==> src/rtl/iqs_pkg.sv <==
package iqs_pkg;
  // Value carried by the flag bit at the end of each serial word.
  typedef enum logic {
    LANE_I = 1'b0,
    LANE_Q = 1'b1
  } lane_e;
endpackage

==> src/rtl/iqs_bit_clock.sv <==
module iqs_bit_clock #(
  parameter int HALF_BIT = 2
) (
  input  logic clk,
  input  logic rst,
  output logic tick,
  output logic rxclk_q
);
  localparam int PERIOD = 2 * HALF_BIT;
  localparam int PW     = (PERIOD > 2) ? $clog2(PERIOD) : 1;
  localparam logic [PW-1:0] PH_LAST = PW'(PERIOD - 1);
  localparam logic [PW-1:0] PH_FALL = PW'(HALF_BIT - 1);

  logic [PW-1:0] phase;

  // The edge after PH_LAST starts a new bit period.
  assign tick = (phase == PH_LAST);

  always_ff @(posedge clk) begin
    if (rst) begin
      phase   <= '0;
      rxclk_q <= 1'b0;
    end else if (tick) begin
      phase   <= '0;
      rxclk_q <= 1'b1;
    end else begin
      phase <= phase + PW'(1);
      if (phase == PH_FALL) rxclk_q <= 1'b0;
    end
  end

  // the receive clock rises at every bit boundary
  assert_rise_on_tick_R2: assert property (@(posedge clk) disable iff (rst)
    tick |=> rxclk_q);
  // the receive clock never rises away from a bit boundary
  assert_no_stray_rise_R2: assert property (@(posedge clk) disable iff (rst)
    (!tick && !rxclk_q) |=> !rxclk_q);
endmodule

==> src/rtl/iqs_pair_slot.sv <==
module iqs_pair_slot #(
  parameter int SAMPLE_W = 15
) (
  input  logic                clk,
  input  logic                rst,
  input  logic                in_valid,
  input  logic [SAMPLE_W-1:0] in_i,
  input  logic [SAMPLE_W-1:0] in_q,
  input  logic                take,
  output logic                full,
  output logic [SAMPLE_W-1:0] slot_i,
  output logic [SAMPLE_W-1:0] slot_q,
  output logic                overrun
);
  logic accept;
  logic drop;

  // A slot being emptied on this edge may be refilled on the same edge.
  assign accept = in_valid && (!full || take);
  assign drop   = in_valid && full && !take;

  always_ff @(posedge clk) begin
    if (rst) begin
      full    <= 1'b0;
      overrun <= 1'b0;
    end else begin
      if (accept)    full <= 1'b1;
      else if (take) full <= 1'b0;
      if (drop) overrun <= 1'b1;
    end
  end

  // Payload registers carry no reset: they are only read while full is set.
  always_ff @(posedge clk) begin
    if (accept) begin
      slot_i <= in_i;
      slot_q <= in_q;
    end
  end

  // a loss is remembered until reset
  assert_overrun_sticky_R8: assert property (@(posedge clk) disable iff (rst)
    overrun |=> overrun);
  // a pair offered into an occupied slot raises the flag
  assert_drop_flags_R8: assert property (@(posedge clk) disable iff (rst)
    (in_valid && full && !take) |=> overrun);
  // the held pair survives a dropped offer
  assert_keep_on_drop_R8: assert property (@(posedge clk) disable iff (rst)
    (in_valid && full && !take) |=> (full && $stable(slot_i) && $stable(slot_q)));
  // the shifter only unloads a filled slot
  assert_take_when_full_R7: assert property (@(posedge clk) disable iff (rst)
    take |-> full);
endmodule

==> src/rtl/iqs_shifter.sv <==
module iqs_shifter
  import iqs_pkg::*;
#(
  parameter int SAMPLE_W = 15
) (
  input  logic                clk,
  input  logic                rst,
  input  logic                tick,
  input  logic                have,
  input  logic [SAMPLE_W-1:0] pair_i,
  input  logic [SAMPLE_W-1:0] pair_q,
  output logic                take,
  output logic                data_q,
  output logic                frame_q
);
  localparam int WORD_W = SAMPLE_W + 1;
  localparam int PAIR_W = 2 * WORD_W;
  localparam int CW     = $clog2(PAIR_W + 1);
  localparam logic [CW-1:0] LEFT_FULL = CW'(PAIR_W - 1);
  localparam logic [CW-1:0] LEFT_QSTART = CW'(WORD_W);
  localparam logic [CW-1:0] LEFT_IFLAG = CW'(WORD_W + 1);
  localparam logic [CW-1:0] LEFT_QFLAG = CW'(1);

  logic [PAIR_W-1:0] pair_word;
  logic [PAIR_W-1:0] sr;
  logic [CW-1:0]     left;

  assign pair_word = {pair_i, LANE_I, pair_q, LANE_Q};
  assign take      = tick && (left == '0) && have;

  always_ff @(posedge clk) begin
    if (rst) begin
      sr      <= '0;
      left    <= '0;
      data_q  <= 1'b0;
      frame_q <= 1'b0;
    end else if (tick) begin
      if (left == '0) begin
        if (have) begin
          data_q  <= pair_word[PAIR_W-1];
          sr      <= {pair_word[PAIR_W-2:0], 1'b0};
          left    <= LEFT_FULL;
          frame_q <= 1'b1;
        end else begin
          data_q  <= 1'b0;
          frame_q <= 1'b0;
        end
      end else begin
        data_q  <= sr[PAIR_W-1];
        sr      <= {sr[PAIR_W-2:0], 1'b0};
        left    <= left - CW'(1);
        frame_q <= (left == LEFT_QSTART);
      end
    end
  end

  // outputs move only at bit boundaries
  assert_hold_between_ticks_R2: assert property (@(posedge clk) disable iff (rst)
    !tick |=> ($stable(data_q) && $stable(frame_q)));
  // the frame marker lasts one bit period
  assert_frame_one_bit_R5: assert property (@(posedge clk) disable iff (rst)
    (frame_q && tick) |=> !frame_q);
  // the I word ends in a 0 flag
  assert_i_flag_R4: assert property (@(posedge clk) disable iff (rst)
    (tick && left == LEFT_IFLAG) |=> (data_q == LANE_I));
  // the Q word ends in a 1 flag
  assert_q_flag_R4: assert property (@(posedge clk) disable iff (rst)
    (tick && left == LEFT_QFLAG) |=> (data_q == LANE_Q));
  // the line idles low when nothing is waiting
  assert_idle_low_R6: assert property (@(posedge clk) disable iff (rst)
    (tick && left == '0 && !have) |=> (!data_q && !frame_q));
endmodule

==> src/rtl/iq_serial_tx.sv <==
module iq_serial_tx #(
  parameter int SAMPLE_W = 15,
  parameter int HALF_BIT = 2
) (
  input  logic                clk,
  input  logic                rst,
  input  logic                in_valid,
  input  logic [SAMPLE_W-1:0] in_i,
  input  logic [SAMPLE_W-1:0] in_q,
  output logic                rx_clk,
  output logic                rx_data,
  output logic                rx_frame,
  output logic                overrun
);
  logic                tick;
  logic                take;
  logic                full;
  logic [SAMPLE_W-1:0] slot_i;
  logic [SAMPLE_W-1:0] slot_q;

  iqs_bit_clock #(.HALF_BIT(HALF_BIT)) u_clock (
    .clk     (clk),
    .rst     (rst),
    .tick    (tick),
    .rxclk_q (rx_clk)
  );

  iqs_pair_slot #(.SAMPLE_W(SAMPLE_W)) u_slot (
    .clk      (clk),
    .rst      (rst),
    .in_valid (in_valid),
    .in_i     (in_i),
    .in_q     (in_q),
    .take     (take),
    .full     (full),
    .slot_i   (slot_i),
    .slot_q   (slot_q),
    .overrun  (overrun)
  );

  iqs_shifter #(.SAMPLE_W(SAMPLE_W)) u_shift (
    .clk     (clk),
    .rst     (rst),
    .tick    (tick),
    .have    (full),
    .pair_i  (slot_i),
    .pair_q  (slot_q),
    .take    (take),
    .data_q  (rx_data),
    .frame_q (rx_frame)
  );

  // data never moves while the receive clock is low
  assert_data_on_rise_R2: assert property (@(posedge clk) disable iff (rst)
    (!rx_clk && !$rose(rx_clk)) |=> ($stable(rx_data) || rx_clk));
endmodule

==> config.mk <==
export PLATFORM = sky130hd
export DESIGN_NAME = iq_serial_tx
export DESIGN_NICKNAME = d
export VERILOG_FILES = /design/src/rtl/iqs_pkg.sv /design/src/rtl/iqs_bit_clock.sv /design/src/rtl/iqs_pair_slot.sv /design/src/rtl/iqs_shifter.sv /design/src/rtl/iq_serial_tx.sv
export SDC_FILE = /design/constraint.sdc
export NUM_CORES = 1
export LEC_CHECK = 0
export BUFFER_PORTS_ARGS = -buffer_cell sky130_fd_sc_hd__buf_4
export CAP_MARGIN = 10
export CELL_PAD_IN_SITES_DETAIL_PLACEMENT = 2
export CELL_PAD_IN_SITES_GLOBAL_PLACEMENT = 2
export CORE_MARGIN = 4
export CORE_UTILIZATION = 41
export DETAILED_ROUTE_END_ITERATION = 12
export PLACE_DENSITY = 0.85
export SLEW_MARGIN = 40
export SYNTH_ARGS = -nofsm -noshare
export SYNTH_HDL_FRONTEND = slang
export SYNTH_SLANG_ARGS = --single-unit
==> constraint.sdc <==
create_clock -name clk -period 6.7 [get_ports clk]
set_input_delay 0.335 -clock clk [delete_from_list [all_inputs] [get_ports clk]]
set_output_delay 0.335 -clock clk [all_outputs]
set_load 0.02 [all_outputs]
Yosys cells after proc, flatten, opt, wreduce, memory -nomap -nowiden
Index checks and enable logic that the tools add are counted.

Add/subtract/negate cells: 2. Equality and inequality tests: 4. Multiplexer cells: 12. Reductions and logical operators: 13.

Operator list (count): $mux 32 (2); $mux 6 (2); $mux 1 (8); $eq 6x5->1 const B (1); $logic_not 6->1 (1); $sub 6x1->6 const B (1); $logic_and 1x1->1 (5); $reduce_bool 2->1 (2); $add 2x1->2 const B (1); $eq 2x1->1 const B (1); $eq 2x2->1 const B (1); $logic_not 1->1 (2); $ne 2x2->1 const B (1); $reduce_and 2->1 (1); $reduce_or 2->1 (1); $logic_or 1x1->1 (1).

Register bits after elaboration: 75. Bits of input ports: 33. Output and inout port bits: 4. Word-level logic and storage cells: 41.

Longest topological paths before layout
Gate-level depths: netlist of the first run.

Depth after elaboration: 6. Depth in mapped cells: 7. Gate-level depth less buffers: 5.

Modules after synthesis
Synthesis of the first run repeated with hierarchy kept, for this count alone.

Cell total of the unflattened synthesis: 270. Area, all modules: 2891.5 µm².

Modules (own cells, without submodules): iqs_shifter (times used 1, cells each 221, area an instance 1784.2 µm², seq. area each 780.7 µm²); iqs_pair_slot (times used 1, cells each 38, area an instance 989.7 µm², seq. area each 940.9 µm²); iqs_bit_clock (times used 1, cells each 11, area an instance 117.6 µm², seq. area each 60.1 µm²).

Worst setup path after synthesis of the first run
OpenSTA, ideal clock, no wires.

Path type: register to register. Start: reg u_shift.left[0]. End: reg u_slot.slot_i[0], enable pin. Library setup time: 390 ps. Arrival: 2130 ps. Required time: 6310 ps. Slack: 4180 ps. Stages on the path, launching flop included: 6. Path buffers: 0. Period minus slack after synthesis: 2520 ps. Cells stage by stage: dfxtp_1 inv_1 ha_1 or4b_4 o31ai_1 and2_1.

Word-level cells in the longest chain between the ends: 5.

Ends and longest elaborated chain: start: declaration (line iqs_shifter.sv:26) `logic [CW-1:0] left;`; start signal: assignment (line iqs_shifter.sv:51) `left <= left - CW'(1);`; $logic_not 6->1 (line iqs_shifter.sv:29) `assign take = tick && (left == '0) && have;`; $logic_and 1x1->1 (2 in a row) (line iqs_shifter.sv:29); $logic_or 1x1->1 (line iqs_pair_slot.sv:19) `assign accept = in_valid && (!full || take);`; $logic_and 1x1->1 (line iqs_pair_slot.sv:19); via u_slot.accept (line iqs_pair_slot.sv:15) `logic accept;`; end signal: assignment (line iqs_pair_slot.sv:36) `slot_i <= in_i;`; end: declaration (line iqs_pair_slot.sv:11) `output logic [SAMPLE_W-1:0] slot_i,`.

The timed path passes the listed nets, and every way through them passes these cells. A chain may end at the register's enable or synchronous reset.

Worst setup path in the final report of the first run
Start: reg u_clock.phase[0]. End: reg u_slot.slot_q[2], enable pin.

Word-level cells in the longest chain between the ends: 5.

Ends and longest elaborated chain: start: declaration (line iqs_bit_clock.sv:14) `logic [PW-1:0] phase;`; start signal: assignment (line iqs_bit_clock.sv:27) `phase <= phase + PW'(1);`; $eq 2x2->1 (line iqs_bit_clock.sv:17) `assign tick = (phase == PH_LAST);`; via tick (line iq_serial_tx.sv:15) `logic tick;`; $logic_and 1x1->1 (2 in a row) (line iqs_shifter.sv:29); $logic_or 1x1->1 (line iqs_pair_slot.sv:19); $logic_and 1x1->1 (line iqs_pair_slot.sv:19); via u_slot.accept (line iqs_pair_slot.sv:15); end signal: assignment (line iqs_pair_slot.sv:37) `slot_q <= in_q;`; end: declaration (line iqs_pair_slot.sv:12) `output logic [SAMPLE_W-1:0] slot_q,`.

The timed path passes the listed nets, and every way through them passes these cells.

==> out/results.txt, run 1 <==
synth cell count leaders - dfxtp_1 (44), inv_1 (36), edfxtp_1 (30)
XOR/XNOR Fraction of Synth Area - 0%
Area contributors post-synth - edfxtp_1 (30%), dfxtp_1 (29%), a41oi_1 (8.4%), o221a_2 (7.1%), inv_1 (4.5%)
Final min period - 2.55 ns
crit path kind - reg -> reg
Area after DPL - 0.00336 mm2
Hold Slack - 0.152 ns
Critical Path AT - 2.56 ns
Avg WL per Cell - 20.1 um
WHS Endpoint - u_slot.slot_i[7]$_DFFE_PP_
Most Crowded Layer GR - met2
row cnt - 31
Hold/Removal Path Class - in -> reg
final RePlAce weighted congestion - 0.788
worst r2r path cells - 6
RSZ-0062 raised after global routing - false
final worst slack - 4.15 ns
HP Start - in_i[7]
Root Driver - clkbuf_8
Die Area - 0.00880 mm2
Mapped Area - 0.00302 mm2
asr flop ratio synth - 0%
clock buffer depth - 2
remaining antenna violation count - 0
CTS Hold Buffers Added - 0
Mapped Cells - 252
status - completed
post-route cell area - 0.00360 mm2
upper clock frequency limit - 391 MHz
Syn-to-layout area delta - 19.2%
DRT iter0 DRCs - 76
antenna cells - 0
Worst setup SP type - register
first-pass GRT wire length - 12500 um
vias in the first global route - 2361
worst r2r src - u_clock.phase[0]$_SDFF_PP0_
max-cap viol count - 0
period utilization - 38.1%
Synth Area per Inst - 12.0 um2
Pwr per Cell Area - 286 mW/mm2
layout net count - 317
GRT met1 Usage - 22.7%
Port Buffers - 36
Reg area - 0.00178 mm2
post-synth cell types - 38
EDFF count, synth - 30
Setup crit end kind - register
final max-slew violation count - 0
footprint of the multi-input gates - 0.00101 mm2
leading area contributor after synthesis - edfxtp_1
Final Hold Viols - 0
adder-cell share of the synthesized area - 1.66%
Max-slew headroom - 48.1%
Syn. warnings - 0
Post-CTS Setup Bufs - 0
TritonCTS Sinks - 74
cell with the most instances after synthesis - dfxtp_1
Chip Height - 93.8 um
dpl cells - 368
htree depth - 3
Pwr Total - 1.03 mW
largest family of logic cells by synthesized area - compound AO/OA/AOI/OAI gates
antenna violations before repair - 0
clock skew - 0.0103 ns
via/cell ratio - 5.85
final std cells w/o fill - 383
CTS tree - done
I/O pin cnt - 37
leakage - 1.40 nW
final global-route overflow total - 0
top_reg_cell synth - dfxtp_1
post-CTS resize count - 0
vias - 2241
fillcell total - 738
Sum Neg Setup Slack - 0 ns
residual DRC count - 0
met3 usage - 3.37%
Slew @ Worst Pin - 0.775 ns
Synth top area share - 29.8%
r2r setup slk - 4.15 ns
mux cell area share after synthesis - 0%
first drt pass iteration count - 6
sequential share of the synthesized area - 59.0%
Peak VDD IR - 0.122 mV
die width - 93.8 um
routed wire length - 7690 um
clock-pin slew on the worst setup and hold paths - 0.08 ns
# setup viols final - 0
share of layout cells above drive strength 1 - 29.6%
Total GRT Usage - 18.8%
Starting Density - 41.9%
Clock Latency Late Sink - 0.35 ns
Critical Path RT - 6.70 ns
Synth Area in Simple Gates - 5.22%
syn nets - 289
Post-DP HPWL - 4650 um
maximum number of pins on one net before global-route repair - 47
setup slack at placement - 4.17 ns
fin util - 49.9%
critical path peak fanout - 46
synthesized flop and latch total - 74
hold depth - 1
Num CTS Buffers - 9
reg-to-reg endpoint - u_slot.slot_q[2]$_DFFE_PP_
Core ar. - 0.00721 mm2
M2 GR Usage - 32.6%
compound-cell area share of the yosys netlist - 25.9%
-- cell type report --
class / instances / area share (%)
Multi-Input combinational cell: 118 / 28.1
Clock inverter: 6 / 3.20
Sequential cell: 74 / 49.5
Clock buffer: 9 / 3.44
Timing Repair Buffer: 41 / 8.55
Tap cell: 99 / 3.44
Inverter: 36 / 3.75
-- placed cells by master (no fill, tap or decap), types with 2 or more instances in the layout --
| master | n |
|---|---|
| o221a_1 | 10 |
| o21ai_0 | 2 |
| nand2_1 | 3 |
| a41oi_1 | 29 |
| a21oi_1 | 10 |
| bufinv_16 | 3 |
| a211o_1 | 2 |
| a211oi_1 | 2 |
| inv_1 | 36 |
| nor2b_1 | 2 |
| dfxtp_1 | 44 |
| and2_1 | 2 |
| o211ai_1 | 2 |
| a31oi_1 | 2 |
| nand3_1 | 3 |
| edfxtp_1 | 30 |
| nor2_1 | 3 |
| buf_4 | 41 |
| nor3_1 | 5 |
| o221a_2 | 19 |
| ha_1 | 4 |
| clkbuf_8 | 9 |
-- how the worst max path moves through the flow --
stage,start,end,slack (ns)
after floorplan,u_shift.left[0]$_SDFFE_PP0P_,u_slot.slot_i[0]$_DFFE_PP_,4.18
after global placement,u_shift.left[0]$_SDFFE_PP0P_,u_shift.sr[15]$_SDFFE_PP0P_,4.25
after detailed placement,u_clock.phase[0]$_SDFF_PP0_,u_slot.slot_q[14]$_DFFE_PP_,4.17
after CTS,u_clock.phase[0]$_SDFF_PP0_,u_slot.slot_q[1]$_DFFE_PP_,4.12
after global routing,u_clock.phase[0]$_SDFF_PP0_,u_slot.slot_q[2]$_DFFE_PP_,3.94
final,u_clock.phase[0]$_SDFF_PP0_,u_slot.slot_q[2]$_DFFE_PP_,4.15
-- sequential cells by signal, summed over array words and instances (netlist names) --
signal           cells
u_slot.slot_i       15
u_shift.left         6
u_slot.overrun       1
u_clock.rxclk_q      1
u_slot.full          1
u_slot.slot_q       15
u_shift.frame_q      1
u_shift.sr          31
u_clock.phase        2
u_shift.data_q       1
-- metal layers --
metal  wire [um]  up-vias
met2        4100       55
li1            -     1029
met4         153        0
met1        3190     1143
met3         248       14
met5           0        -
-- critical path, stage by stage (launching register included) --
cell     delay, ns
dfxtp_1       0.37
ha_1          0.16
buf_4         0.43
inv_1         0.26
o31ai_1       0.38
and2_1        0.19
buf_4         0.38
-- report_power, final --
group | internal, mW | leakage [nW] | switching, mW
Sequential | 0.494 | 0.643 | 0.0131
Clock | 0.247 | 0.116 | 0.170
Combinational | 0.0415 | 0.640 | 0.0627
-- logic make-up (layout without fill, tap and decap cells) --
logic type / after synthesis / in the layout
AOI/OAI and AO/OA: 88 / 88
adders and majority gates: 4 / 4
buffers and inverters: 60 / 92
DFF: 74 / 74
and+or+nand+nor: 26 / 26
Note: power is estimated with default switching activity, not from simulation.
==> run 2, diff against run 1 <==
Settings changed: CORE_UTILIZATION 41 to 35, PLACE_DENSITY 0.85 to 0.77.
Clock period 6.7 ns to 2.3 ns, I/O delays scaled along.
==> run 2 against run 1 <==
Effect of this change:
- routed wire length up 9.0%
- maximum frequency grew 20%
- count of clock-buffer cells in the layout increased by 2
- register-to-register slack got worse by 4.0 ns
- power grew to 2.8 times the previous value
- critical path depth is the same
- sequential share of layout area down 4.6 points
- sequential power rose to 2.9 times the previous value
- largest cell class unchanged
- via count rose by 6.1%
- worst hold slack lost 0.098 ns
==> out/results.txt, run 2 (synthesized netlist as in run 1, its figures left out) <==
status - completed (unchanged)
Root Driver - clkbuf_8 (unchanged)
final RePlAce weighted congestion - 0.793 (was 0.788)
Max stage delay on crit path - 0.49 ns (was 0.43 ns)
Syn-to-layout area delta - 31.6% (was 19.2%)
cell chain of the critical path - inv_1 > ha_1 > or4b_4 > o31ai_2 > and2_2 > buf_12 (was ha_1 > buf_4 > inv_1 > o31ai_1 > and2_1 > buf_4)
clock buffer depth - 2 (unchanged)
post-route cell area - 0.00397 mm2 (was 0.00360 mm2)
Critical Path RT - 2.36 ns (was 6.70 ns)
antenna cells - 0 (unchanged)
period utilization - 92.4% (was 38.1%)
crit path kind - reg -> reg (unchanged)
clock-pin slew on the worst setup and hold paths - 0.08 ns (about the same)
critical path peak fanout - 14 (was 46)
Largest register FFs - 31 (unchanged)
Post-CTS Setup Bufs - 0 (unchanged)
Worst path slowest cell - or4b_4 (was buf_4)
switching pwr - 0.739 mW (was 0.245 mW)
Starting Density - 36.4% (was 41.9%)
Peak VDD IR - 0.414 mV (was 0.122 mV)
htree depth - 3 (unchanged)
commonest non-fill, non-tap cells in the layout - buf_4 (48), dfxtp_1 (44), inv_1 (36) (was dfxtp_1 (44), buf_4 (41), inv_1 (36))
Most flops, register - u_shift.sr (unchanged)
row cnt - 33 (was 31)
die width - 101 um (was 93.8 um)
Worst setup SP type - register (unchanged)
first-pass GRT wire length - 13800 um (was 12500 um)
Setup crit end kind - register (unchanged)
DRT iter0 DRCs - 79 (was 76)
commonest non-fill, non-tap cell in the layout - buf_4 (was dfxtp_1)
first drt pass iteration count - 4 (was 6)
residual DRC count - 0 (unchanged)
share of layout cells above drive strength 1 - 29.3% (was 29.6%)
routed wire length - 8390 um (was 7690 um)
Final min period - 2.13 ns (was 2.55 ns)
# setup viols final - 0 (unchanged)
TritonCTS Sinks - 74 (unchanged)
maximum number of pins on one net before global-route repair - 45 (was 47)
Chip Height - 101 um (was 93.8 um)
vias in the first global route - 2655 (was 2361)
Reg power frac - 50.5% (was 49.3%)
RSZ-0062 raised after global routing - false (unchanged)
Port Buffers - 36 (unchanged)
remaining antenna violation count - 0 (unchanged)
setup slack at placement - 0.153 ns (was 4.17 ns)
final std cells w/o fill - 429 (was 383)
combinational group share of total power - 13.0% (was 10.1%)
Die Area - 0.0102 mm2 (was 0.00880 mm2)
Clk network pwr share - 36.6% (was 40.5%)
Pwr per Cell Area - 737 mW/mm2 (was 286 mW/mm2)
I/O pin cnt - 37 (unchanged)
Largest regs - u_shift.sr (31), u_slot.slot_i (15), u_slot.slot_q (15) (unchanged)
Max-slew headroom - 64.5% (was 48.1%)
Core ar. - 0.00830 mm2 (was 0.00721 mm2)
Post-DP HPWL - 4860 um (was 4650 um)
clock skew - 0.00868 ns (was 0.0103 ns)
Total GRT Usage - 17.6% (was 18.8%)
antenna violations before repair - 0 (unchanged)
Area after DPL - 0.00346 mm2 (was 0.00336 mm2)
Avg WL per Cell - 19.6 um (was 20.1 um)
Final Hold Viols - 0 (unchanged)
Clock Latency Late Sink - 0.34 ns (was 0.35 ns)
CTS tree - done (unchanged)
max-cap viol count - 0 (unchanged)
cell internal pwr - 2.19 mW (was 0.783 mW)
Sum Neg Setup Slack - 0 ns (unchanged)
leakage - 1.56 nW (was 1.40 nW)
via/cell ratio - 5.54 (was 5.85)
Slew @ Worst Pin - 0.532 ns (was 0.775 ns)
fin util - 47.9% (was 49.9%)
final global-route overflow total - 0 (unchanged)
Hold/Removal Path Class - in -> reg (unchanged)
dpl cells - 383 (was 368)
Critical Path AT - 2.18 ns (was 2.56 ns)
final max-slew violation count - 0 (unchanged)
vias - 2378 (was 2241)
upper clock frequency limit - 470 MHz (was 391 MHz)
layout net count - 356 (was 317)
Num CTS Buffers - 9 (unchanged)
Hold Slack - 0.0541 ns (was 0.152 ns)
fillcell total - 833 (was 738)
Switching Share - 25.2% (was 23.9%)
Pwr Total - 2.93 mW (was 1.03 mW)
final worst slack - 0.174 ns (was 4.15 ns)
[run 2: routing by layer]
layer | track usage [%] | routed length [um]
met5 | 0 | 0
met4 | 3.58 | 65
met3 | 5.05 | 313
met1 | 19.4 | 3420
met2 | 33.2 | 4590
[run 2: final timing paths]
check,start,endpoint,slack (ns),cells after the start
worst max register to register,u_shift.left[0]$_SDFFE_PP0P_,u_slot.slot_i[6]$_DFFE_PP_,0.17,6
worst min register to register,u_slot.overrun$_SDFFE_PP0P_,u_slot.overrun$_SDFFE_PP0P_,0.46,2
worst min-delay path,in_valid,u_slot.full$_SDFFE_PP0P_,0.05,3
worst max-delay path,u_shift.left[0]$_SDFFE_PP0P_,u_slot.slot_i[6]$_DFFE_PP_,0.17,6
[run 2: power by group through the flow]
stage	Clock (mW)	Combinational (mW)	Sequential, mW
6_report	1.07	0.379	1.48
5_1_grt	1.17	0.413	1.49
4_1_cts	1.10	0.375	1.48
3_5_place_dp	0	0.328	1.51
3_3_place_gp	0	0.313	1.50
2_1_floorplan	0	0.187	1.50
[run 2: what timing repair did]
action                                 CTS  global route
setup endpoints to repair                0            30
resized for setup                        0             1
hold buffers                            30             0
endpoints found under the hold margin   30             0
[run 2: critical path: cells and delay by family, from the launching register on]
kind	cells	cell delay [ns]
flops	1	0.33
fa+ha+maj	1	0.25
compound gates	1	0.23
simple gates	2	0.74
buf+inv	2	0.29
[run 2: cell type report]
cell class / instances / area (um2) / area share [%]
Multi-Input combinational cell: 118 / 1010 / 25.5
Inverter: 36 / 135 / 3.40
Sequential cell: 74 / 1780 / 44.8
Timing Repair Buffer: 80 / 701 / 17.6
Tap cell: 105 / 131 / 3.31
Clock inverter: 5 / 60.1 / 1.51
Clock buffer: 11 / 153 / 3.84
==> run 3, diff against run 2 <==
Clock period 2.3 ns to 1.87 ns, I/O delays scaled along.
==> run 3 against run 2 <==
Effect of this change:
- the run now ends with setup timing left
- via count increased by 0.93%
- sequential power increased by 23%
- register-to-register slack got worse by 0.23 ns
- final area increased by 2.8%
- critical path type unchanged
- largest power group unchanged
- highest routed layer unchanged
==> out/results.txt, run 3 (synthesized netlist as in run 1, its figures left out) <==
status - finished with violations (was completed)
failing checks - setup timing
Clock Latency Late Sink - 0.36 ns (was 0.34 ns)
Critical Path RT - 1.94 ns (was 2.36 ns)
Syn-to-layout area delta - 35.3% (was 31.6%)
setup slack at placement - -0.0121 ns (was 0.153 ns)
DRT iter0 DRCs - 72 (was 79)
Die Area - 0.0102 mm2 (unchanged)
antenna violations before repair - 0 (unchanged)
commonest non-fill, non-tap cells in the layout - buf_4 (57), dfxtp_1 (42), inv_1 (34) (was buf_4 (48), dfxtp_1 (44), inv_1 (36))
clock-pin slew on the worst setup and hold paths - 0.09 ns (was 0.08 ns)
worst r2r path cells - 6 (unchanged)
Hold/Removal Path Class - in -> reg (unchanged)
final global-route overflow total - 0 (unchanged)
layout net count - 367 (was 356)
# setup viols final - 30 (was 0)
hold depth - 3 (unchanged)
routed wire length - 8800 um (was 8390 um)
Largest register FFs - 31 (unchanged)
period utilization - 103% (was 92.4%)
Num CTS Buffers - 9 (unchanged)
Worst setup SP type - register (unchanged)
Clk network pwr share - 34.0% (was 36.6%)
Worst path depth - 6 (unchanged)
Peak VDD IR - 0.609 mV (was 0.414 mV)
Chip Height - 101 um (unchanged)
Max-slew headroom - 63.6% (was 64.5%)
max-cap viol count - 0 (unchanged)
Most flops, register - u_shift.sr (unchanged)
CTS tree - done (unchanged)
Post-DP HPWL - 5110 um (was 4860 um)
switching pwr - 0.937 mW (was 0.739 mW)
share of layout cells above drive strength 1 - 32.8% (was 29.3%)
Switching Share - 26.6% (was 25.2%)
Area after DPL - 0.00354 mm2 (was 0.00346 mm2)
Final min period - 1.93 ns (was 2.13 ns)
I/O pin cnt - 37 (unchanged)
critical path peak fanout - 14 (unchanged)
Avg WL per Cell - 20.0 um (was 19.6 um)
Critical Path AT - 1.99 ns (was 2.18 ns)
row cnt - 33 (unchanged)
final RePlAce weighted congestion - 0.812 (was 0.793)
Root Driver - clkbuf_8 (unchanged)
Pwr per Cell Area - 861 mW/mm2 (was 737 mW/mm2)
Pwr Total - 3.52 mW (was 2.93 mW)
residual DRC count - 0 (unchanged)
Crit path max-delay family - simple AND/OR/NAND/NOR gates (unchanged)
htree depth - 3 (unchanged)
Total GRT Usage - 17.3% (was 17.6%)
antenna cells - 0 (unchanged)
first drt pass iteration count - 4 (unchanged)
Reg power frac - 51.7% (was 50.5%)
post-route cell area - 0.00409 mm2 (was 0.00397 mm2)
TritonCTS Sinks - 74 (unchanged)
maximum number of pins on one net before global-route repair - 45 (unchanged)
fillcell total - 791 (was 833)
clock skew - 0.0116 ns (was 0.00868 ns)
dpl cells - 389 (was 383)
cell internal pwr - 2.58 mW (was 2.19 mW)
Starting Density - 36.4% (unchanged)
final max-slew violation count - 0 (unchanged)
fin util - 49.2% (was 47.9%)
Max stage delay on crit path - 0.47 ns (was 0.49 ns)
Hold Slack - 0.0484 ns (was 0.0541 ns)
cell chain of the critical path - inv_2 > ha_4 > or4b_4 > o31ai_4 > and2_4 > buf_12 (was inv_1 > ha_1 > or4b_4 > o31ai_2 > and2_2 > buf_12)
Port Buffers - 36 (unchanged)
clock buffer depth - 2 (unchanged)
crit path kind - reg -> reg (unchanged)
vias in the first global route - 2667 (was 2655)
via/cell ratio - 5.45 (was 5.54)
upper clock frequency limit - 519 MHz (was 470 MHz)
combinational group share of total power - 14.3% (was 13.0%)
Worst path slowest cell - or4b_4 (unchanged)
leakage - 1.62 nW (was 1.56 nW)
die width - 101 um (unchanged)
RSZ-0062 raised after global routing - true (was false)
Core ar. - 0.00830 mm2 (unchanged)
Largest regs - u_shift.sr (31), u_slot.slot_i (15), u_slot.slot_q (15) (unchanged)
vias - 2400 (was 2378)
Sum Neg Setup Slack - -1.44 ns (was 0 ns)
final std cells w/o fill - 440 (was 429)
first-pass GRT wire length - 13500 um (was 13800 um)
final worst slack - -0.0554 ns (was 0.174 ns)
Worst Path Buf+Inv - 2 (unchanged)
Setup crit end kind - register (unchanged)
Final Hold Viols - 0 (unchanged)
remaining antenna violation count - 0 (unchanged)
commonest non-fill, non-tap cell in the layout - buf_4 (unchanged)
Slew @ Worst Pin - 0.545 ns (was 0.532 ns)
-- run 3: final cells by class --
class / instances / area (um2) / area share [%]
sequential: 74 / 1780 / 43.7
tap: 105 / 131 / 3.21
timing repair buffer: 91 / 813 / 19.9
clock buffer: 11 / 153 / 3.74
multi-input combinational: 118 / 1030 / 25.3
clock inverter: 5 / 35.0 / 0.857
inverter: 36 / 135 / 3.31
-- run 3: worst paths after layout --
| check | from | slack, ns | end |
|---|---|---|---|
| setup / recovery | u_shift.left[1]$_SDFFE_PP0P_ | -0.06 | u_slot.slot_q[0]$_DFFE_PP_ |
| hold / removal | in_valid | 0.05 | u_slot.full$_SDFFE_PP0P_ |
| hold reg to reg | u_slot.overrun$_SDFFE_PP0P_ | 0.45 | u_slot.overrun$_SDFFE_PP0P_ |
| setup reg to reg | u_shift.left[1]$_SDFFE_PP0P_ | -0.06 | u_slot.slot_q[0]$_DFFE_PP_ |
-- run 3: timing repair --
item / in CTS / in global routing
setup endpoints to repair: 30 / 61
gates resized for setup: 0 / 1
buffers inserted: 1 / 3
cloned: 0 / 1
endpoints found under the hold margin: 30 / 0
pin swaps: 1 / 0
hold buffers: 30 / 0
-- run 3: power by group through the flow --
stage	sequential [mW]	clock [mW]	combinational [mW]
after floorplan	1.84	0	0.238
after global placement	1.85	0	0.404
final	1.82	1.20	0.502
after CTS	1.82	1.22	0.485
after detailed placement	1.85	0	0.427
after global routing	1.83	1.33	0.551
-- run 3: layer usage --
layer | part of all wire, % | track usage, %
met4 | 1.8 | 6.34
met5 | 0 | 0
met3 | 2.7 | 3.81
met1 | 43 | 19.5
met2 | 52 | 31.6
-- run 3: worst min-delay path: cells and delay by family --
kind	cells	cell delay, ns
AOI/OAI and AO/OA	1	0.07
buffers and inverters	2	0.19
